`config.mk`:
```
export PLATFORM = sky130hd
export DESIGN_NAME = xlat_cache_inval
export DESIGN_NICKNAME = d
export VERILOG_FILES = /design/src/rtl/xc_pkg.sv /design/src/rtl/xc_ctrl.sv /design/src/rtl/xc_psc.sv /design/src/rtl/xc_data.sv /design/src/rtl/xlat_cache_inval.sv
export SDC_FILE = /design/constraint.sdc
export NUM_CORES = 2
export LEC_CHECK = 0
export BUFFER_PORTS_ARGS = -buffer_cell sky130_fd_sc_hd__buf_2
export CORE_ASPECT_RATIO = 0.9
export CORE_MARGIN = 4
export CORE_UTILIZATION = 63
export DETAILED_ROUTE_END_ITERATION = 10
export PLACE_DENSITY = 0.8
export SETUP_SLACK_MARGIN = 0.3
export SYNTH_ARGS = -nofsm -noshare
export SYNTH_HDL_FRONTEND = slang
export SYNTH_SLANG_ARGS = --single-unit
```
`constraint.sdc`:
```
create_clock -name clk -period 7.5 [get_ports clk]
set_input_delay 0.375 -clock clk [delete_from_list [all_inputs] [get_ports clk]]
set_output_delay 0.375 -clock clk [all_outputs]
set_load 0.1 [all_outputs]
```
`src/rtl/xc_pkg.sv`:
```
package xc_pkg;
  localparam int VPN_W = 36;
  localparam int PFN_W = 40;
  localparam int LVL_BITS = 9;
  localparam int PSC_LEVELS = 3;

  typedef enum logic [1:0] {
    INV_FAULT  = 2'b00,
    INV_PAGE   = 2'b01,
    INV_SWITCH = 2'b10,
    INV_TOGGLE = 2'b11
  } invKind_e;

  typedef enum logic [1:0] {
    FK_LEAF = 2'b00,
    FK_L4   = 2'b01,
    FK_L3   = 2'b10,
    FK_L2   = 2'b11
  } fillKind_e;

  typedef struct packed {
    logic                  leafFault;
    logic                  leafPage;
    logic                  leafLocal;
    logic                  leafAll;
    logic                  pscPath;
    logic                  pscAll;
    logic                  leafFill;
    logic [PSC_LEVELS-1:0] pscFill;
  } strobe_t;

  function automatic logic [VPN_W-1:0] sizeMask(input logic [1:0] sz);
    case (sz)
      2'b01:   return {{(VPN_W-LVL_BITS){1'b1}}, {LVL_BITS{1'b0}}};
      2'b10:   return {{(VPN_W-2*LVL_BITS){1'b1}}, {(2*LVL_BITS){1'b0}}};
      default: return '1;
    endcase
  endfunction
endpackage

```
`src/rtl/xc_ctrl.sv`:
```
module xc_ctrl
  import xc_pkg::*;
(
  input  logic    clk,
  input  logic    rstN,
  input  logic    invValid,
  input  logic [1:0] invKind,
  input  logic    fillValid,
  input  logic [1:0] fillKind,
  output strobe_t strb,
  output logic    invDone
);
  always_comb begin
    strb = '0;
    if (invValid) begin
      case (invKind_e'(invKind))
        INV_FAULT:  begin strb.leafFault = 1'b1; strb.pscPath = 1'b1; end
        INV_PAGE:   begin strb.leafPage  = 1'b1; strb.pscAll  = 1'b1; end
        INV_SWITCH: begin strb.leafLocal = 1'b1; strb.pscAll  = 1'b1; end
        default:    begin strb.leafAll   = 1'b1; strb.pscAll  = 1'b1; end
      endcase
    end else if (fillValid) begin
      case (fillKind_e'(fillKind))
        FK_LEAF: strb.leafFill   = 1'b1;
        FK_L4:   strb.pscFill[2] = 1'b1;
        FK_L3:   strb.pscFill[1] = 1'b1;
        default: strb.pscFill[0] = 1'b1;
      endcase
    end
  end

  always_ff @(posedge clk) begin
    if (!rstN) invDone <= 1'b0;
    else       invDone <= invValid;
  end


  done_after_req_chk: assert property (@(posedge clk) disable iff (!rstN)
    invValid |=> invDone);

  no_spurious_done_chk: assert property (@(posedge clk) disable iff (!rstN)
    !invValid |=> !invDone);
endmodule

```
`src/rtl/xc_psc.sv`:
```
module xc_psc #(
  parameter int TAG_W = 9,
  parameter int N     = 4
) (
  input  logic             clk,
  input  logic             rstN,
  input  logic             killAll,
  input  logic             killPath,
  input  logic [TAG_W-1:0] pathTag,
  input  logic             fillEn,
  input  logic [TAG_W-1:0] fillTag,
  input  logic [TAG_W-1:0] lkTag,
  output logic             hitNow
);
  localparam int IDX_W = (N > 1) ? $clog2(N) : 1;

  logic [N-1:0]     val;
  logic [TAG_W-1:0] tags [N];
  logic [IDX_W-1:0] ptr, victim;
  logic [N-1:0]     killVec, lkVec;

  always_comb begin
    for (int i = 0; i < N; i++) begin
      killVec[i] = killAll | (killPath & val[i] & (tags[i] == pathTag));
      lkVec[i]   = val[i] & (tags[i] == lkTag);
    end
    hitNow = |(lkVec & ~killVec);
    victim = ptr;
    for (int i = N - 1; i >= 0; i--) if (!val[i]) victim = IDX_W'(i);
  end

  always_ff @(posedge clk) begin
    if (!rstN) begin
      val <= '0;
      ptr <= '0;
    end else begin
      val <= val & ~killVec;
      if (fillEn) begin
        val[victim]  <= 1'b1;
        tags[victim] <= fillTag;
        if (&val) ptr <= (ptr == IDX_W'(N - 1)) ? '0 : ptr + 1'b1;
      end
    end
  end


  psc_flush_chk: assert property (@(posedge clk) disable iff (!rstN)
    killAll |=> (val == '0));
endmodule

```
`src/rtl/xc_data.sv`:
```
module xc_data
  import xc_pkg::*;
#(
  parameter int TLB_N = 16,
  parameter int PSC_N = 4
) (
  input  logic               clk,
  input  logic               rstN,
  input  strobe_t            strb,
  input  logic [VPN_W-1:0]   invVpn,
  input  logic               lkupValid,
  input  logic [VPN_W-1:0]   lkupVpn,
  input  logic [VPN_W-1:0]   fillVpn,
  input  logic [1:0]         fillSize,
  input  logic               fillFrag,
  input  logic               fillGlobal,
  input  logic [PFN_W-1:0]   fillFrame,
  output logic               respValid,
  output logic               respHit,
  output logic [PFN_W-1:0]   respFrame,
  output logic [1:0]         respSize,
  output logic [PSC_LEVELS-1:0] respPsc
);
  localparam int IDX_W = $clog2(TLB_N);

  logic [TLB_N-1:0] val, glb, frag;
  logic [VPN_W-1:0] vpn   [TLB_N];
  logic [1:0]       size  [TLB_N];
  logic [PFN_W-1:0] frame [TLB_N];
  logic [TLB_N-1:0] lkVec, faultVec, coverVec, killVec;
  logic [IDX_W-1:0] ptr, victim;
  logic [PSC_LEVELS-1:0] pscHitNow;
  logic             hitAny;
  logic [PFN_W-1:0] hitFrame;
  logic [1:0]       hitSize;

  for (genvar i = 0; i < TLB_N; i++) begin : g_match
    logic [VPN_W-1:0] exactMask;
    assign exactMask   = frag[i] ? '1 : sizeMask(size[i]);
    assign lkVec[i]    = val[i] & (((vpn[i] ^ lkupVpn) & exactMask) == '0);
    assign faultVec[i] = val[i] & (((vpn[i] ^ invVpn) & exactMask) == '0);
    assign coverVec[i] = val[i] & (((vpn[i] ^ invVpn) & sizeMask(size[i])) == '0);
    assign killVec[i]  = strb.leafAll | (strb.leafLocal & ~glb[i])
                       | (strb.leafFault & faultVec[i]) | (strb.leafPage & coverVec[i]);
  end

  always_comb begin
    hitAny   = 1'b0;
    hitFrame = '0;
    hitSize  = '0;
    for (int i = TLB_N - 1; i >= 0; i--) begin
      if (lkVec[i] && !killVec[i]) begin
        hitAny   = 1'b1;
        hitFrame = frame[i];
        hitSize  = size[i];
      end
    end
    victim = ptr;
    for (int i = TLB_N - 1; i >= 0; i--) if (!val[i]) victim = IDX_W'(i);
  end

  always_ff @(posedge clk) begin
    if (!rstN) begin
      val <= '0;
      ptr <= '0;
    end else begin
      val <= val & ~killVec;
      if (strb.leafFill) begin
        val[victim]   <= 1'b1;
        glb[victim]   <= fillGlobal;
        frag[victim]  <= fillFrag;
        vpn[victim]   <= fillVpn;
        size[victim]  <= fillSize;
        frame[victim] <= fillFrame;
        if (&val) ptr <= (ptr == IDX_W'(TLB_N - 1)) ? '0 : ptr + 1'b1;
      end
    end
  end

  for (genvar j = 0; j < PSC_LEVELS; j++) begin : g_psc
    localparam int TW = LVL_BITS * (PSC_LEVELS - j);
    xc_psc #(.TAG_W(TW), .N(PSC_N)) i_psc (
      .clk      (clk),
      .rstN     (rstN),
      .killAll  (strb.pscAll),
      .killPath (strb.pscPath),
      .pathTag  (invVpn[VPN_W-1 -: TW]),
      .fillEn   (strb.pscFill[j]),
      .fillTag  (fillVpn[VPN_W-1 -: TW]),
      .lkTag    (lkupVpn[VPN_W-1 -: TW]),
      .hitNow   (pscHitNow[j])
    );
  end

  always_ff @(posedge clk) begin
    if (!rstN) begin
      respValid <= 1'b0;
      respHit   <= 1'b0;
      respFrame <= '0;
      respSize  <= '0;
      respPsc   <= '0;
    end else begin
      respValid <= lkupValid;
      respHit   <= lkupValid & hitAny;
      respFrame <= hitFrame;
      respSize  <= hitSize;
      respPsc   <= lkupValid ? pscHitNow : '0;
    end
  end


  leaf_flush_chk: assert property (@(posedge clk) disable iff (!rstN)
    strb.leafAll |=> (val == '0));

  local_gone_chk: assert property (@(posedge clk) disable iff (!rstN)
    strb.leafLocal |=> ((val & ~glb) == '0));

  global_kept_chk: assert property (@(posedge clk) disable iff (!rstN)
    strb.leafLocal |=> ((val & glb) == $past(val & glb)));

  hit_needs_req_chk: assert property (@(posedge clk) disable iff (!rstN)
    respHit |-> respValid);
endmodule

```
`src/rtl/xlat_cache_inval.sv`:
```
module xlat_cache_inval
  import xc_pkg::*;
#(
  parameter int TLB_N = 16,
  parameter int PSC_N = 4
) (
  input  logic        clk,
  input  logic        rstN,
  input  logic        lkupValid,
  input  logic [35:0] lkupVpn,
  input  logic        fillValid,
  input  logic [1:0]  fillKind,
  input  logic [35:0] fillVpn,
  input  logic [1:0]  fillSize,
  input  logic        fillFrag,
  input  logic        fillGlobal,
  input  logic [39:0] fillFrame,
  input  logic        invValid,
  input  logic [1:0]  invKind,
  input  logic [35:0] invVpn,
  output logic        respValid,
  output logic        respHit,
  output logic [39:0] respFrame,
  output logic [1:0]  respSize,
  output logic [2:0]  respPsc,
  output logic        invDone
);
  strobe_t strb;

  xc_ctrl i_ctrl (
    .clk(clk), .rstN(rstN), .invValid(invValid), .invKind(invKind),
    .fillValid(fillValid), .fillKind(fillKind), .strb(strb), .invDone(invDone)
  );

  xc_data #(.TLB_N(TLB_N), .PSC_N(PSC_N)) i_data (
    .clk(clk), .rstN(rstN), .strb(strb), .invVpn(invVpn),
    .lkupValid(lkupValid), .lkupVpn(lkupVpn),
    .fillVpn(fillVpn), .fillSize(fillSize), .fillFrag(fillFrag),
    .fillGlobal(fillGlobal), .fillFrame(fillFrame),
    .respValid(respValid), .respHit(respHit), .respFrame(respFrame),
    .respSize(respSize), .respPsc(respPsc)
  );
endmodule

```
==> impl_metrics.yaml <==
routing:
  drt_pass1_iterations: 6
  via_per_inst: 6.74
  vias: 50100
  drt-total-wl_mm: 236
  drtAntennaViolNets: 0
  wl_per_cell_um: 31.7
  drt_iter0_markers: 8173
  drc_errors: 0
flow_run:
  drv_cap: 0
setup_path:
  crit_type: "input pin to flip-flop"
  r2r_setup_slack_ps: 2500
  end_kind: "flip-flop"
  required_ps: 8200
  worst-path-max-fanout: 40
  startpoint_type: "input pin"
  arrival_ps: 6100
placement:
  io_buffers: 208
  gp_congestion: 0.984
  hpwl_mm: 141
yosys:
  synthTopCellsByCount: "edfxtp_1 (1496), xor2_1 (1139), xnor2_1 (446)"
  synthCells: 5531
  synth.area.top_cells: "edfxtp_1 (61%), xor2_1 (13%), xnor2_1 (5.3%)"
  yosys_warnings: 0
  syn-cell-area_um2: 74000
  yosys.area.top_type: "edfxtp_1"
  mappedNetlistNets: 5712
  ys.flop_type: "edfxtp_1"
  ys_ff_latch: 1582
  syn_avg_cell_area_um2: 13.4
  synth_cell_types: 75
  synth_top_area_share_pct: 60.7
  synth_most_common_cell: "edfxtp_1"
  ys_seq_area_share_pct: 63.1
  synthArstFlopShare_pct: 0
  synth_edf_count: 1496
final_layout:
  area_growth_pct: 11.3
  final_util_pct: 71.2
  regArea_um2: 46600
  drive_gt1_share_pct: 10.5
  multiInputGateArea_um2: 25400
  final.fill_count: 7511
  fin_nets: 5906
pwr:
  power_leakage_nw: 28.3
  powerDensity_nw_per_um2: 228
  irDropWorstVdd_mv: 0.242
cts:
  cts.htree.levels: 4
  clkTransAtPathRegs_ps: 60
  clock_latency_ps: 810
  cts.sinks: 1582
  root_buffer: "clkbuf_16"
  cts_resized: 0
  cts_setup_buffers: 0
  cts_tree: "built"
  clk_path_buf_depth: 3
  cts_buffers: 159
sta:
  tns_ps: 0
  slew_headroom_pct: 11.2
  finalClockSkew_ps: 40.5
  fin_crit_sh_pct: 72.1
  clock.fmax_mhz: 185
  fin_crit_ps: 5410
  finalHoldViolCount: 0
  worst_pin_slew_ps: 1310
  setup_viol: 0
  rsz0062_at_grt: "no"
  drv_slew: 0
grt:
  antenna_found_initial: 23
  grt_pass1_vias: 48900
  overflow: 0
  grt_use_total_pct: 37.7
  grt_pass1_wl_mm: 336
  grt_max_degree: 85
floorplan:
  die_area_um2: 123000
  core_um2: 116000
  start_util_pct: 63.9
  core.rowCount: 118
  fp.dieW_um: 369
  die_height_um: 333
  io_pins: 209
worst_hold_path:
  hp-class: "input pin to flip-flop"
outcome:
  status: "completed"
-- final timing paths --
path                             from                    to  cells past startpoint
setup / recovery             invValid  i_data.respFrame[16]                     15
setup reg to reg    i_data.vpn[11][7]  i_data.respFrame[16]                     12
hold / removal               fillFrag        i_data.frag[8]                      1
hold reg to reg   i_data.frame[0][24]  i_data.respFrame[24]                      2
-- stage by stage --
step           worst slack, ps  hold slack, ps  power (mW)  area [µm²]  instances
2_1_floorplan             2020             432        10.4       74000       5531
3_3_place_gp              2310             439        10.8       76600       7078
3_5_place_dp              2120             450        10.9       76600       7078
4_1_cts                   2430            2.91        18.7       82300       7423
5_1_grt                   2040            23.7        19.2       82300       7427
6_report                  2090            52.9        18.8       82400       7438
-- state kept, by name, indices dropped and copies added, names as in the netlist, 12 cells and up --
name / flops
i_data.frame: 640
i_data.vpn: 576
i_data.g_psc.i_psc.tags: 216
i_data.respFrame: 40
i_data.size: 32
i_data.frag: 16
i_data.glb: 16
i_data.val: 16
i_data.g_psc.i_psc.val: 12
-- report_power, final --
part | total (mW) | switching [mW] | internal (mW)
registers | 9.67 | 0.00665 | 9.66
logic | 1.07 | 0.780 | 0.295
clock network | 8.05 | 3.49 | 4.56
-- cell families after synthesis --
family / synth area share [%]
flip-flops: 63.1
multiplexers: 0.694
XOR/XNOR: 18.8
AO/OA/AOI/OAI: 6.32
adder cells (fa/ha/maj): 0.338
AND/OR/NAND/NOR: 7.86
buffers and inverters: 2.97
-- timing repair --
action                                  4_1_cts  5_1_grt
hold buffers                                 46        0
hold endpoints to repair                    702        0
endpoints found under the setup margin        0        0
-- layer usage --
layer  global-route usage [%]  up-vias  share of wire [%]  routed length [µm]
li1                         -    20600                  -                   -
met1                     51.6    24400                 36               84500
met2                     55.6     4317                 43              102000
met3                     12.7      765                 16               37800
met4                     15.9       12                5.0               11800
met5                        0        -              0.034                  80
-- cells in the final DEF, fill, tap and decap left out, types with 77 or more instances in the layout --
master	Yosys	final
nor4_1	257	253
nand3_1	79	77
xor2_1	1139	1139
clkbuf_16	0	160
dfxtp_1	86	86
inv_1	159	159
a21oi_1	231	229
nor3_1	116	114
nor2_1	252	232
nand2_1	103	102
nand4_1	161	161
buf_4	33	109
buf_2	128	208
xnor2_1	446	446
edfxtp_1	1496	1496
-- area by class of cell --
type / instances / share of cell area, %
Antenna cell: 15 / 0.0456
Clock buffer: 208 / 5.21
Clock inverter: 91 / 1.16
Inverter: 160 / 0.729
Multi-Input combinational cell: 3452 / 30.9
Sequential cell: 1582 / 56.6
Tap cell: 1560 / 2.37
Timing Repair Buffer: 370 / 2.99
-- worst max-delay path, cell delays in order --
cell           delay (ps)
dlygate4sd3_1         520
buf_2                 350
nand3b_2              600
buf_4                 440
a21oi_1               170
a31oi_1               210
or4_2                 790
buf_4                 330
nand3_1               360
and3_2                550
buf_4                 440
o211ai_1              190
o2111ai_1             290
a21oi_1               130
o31ai_1               240
Note: power is estimated with default switching activity, not from simulation.
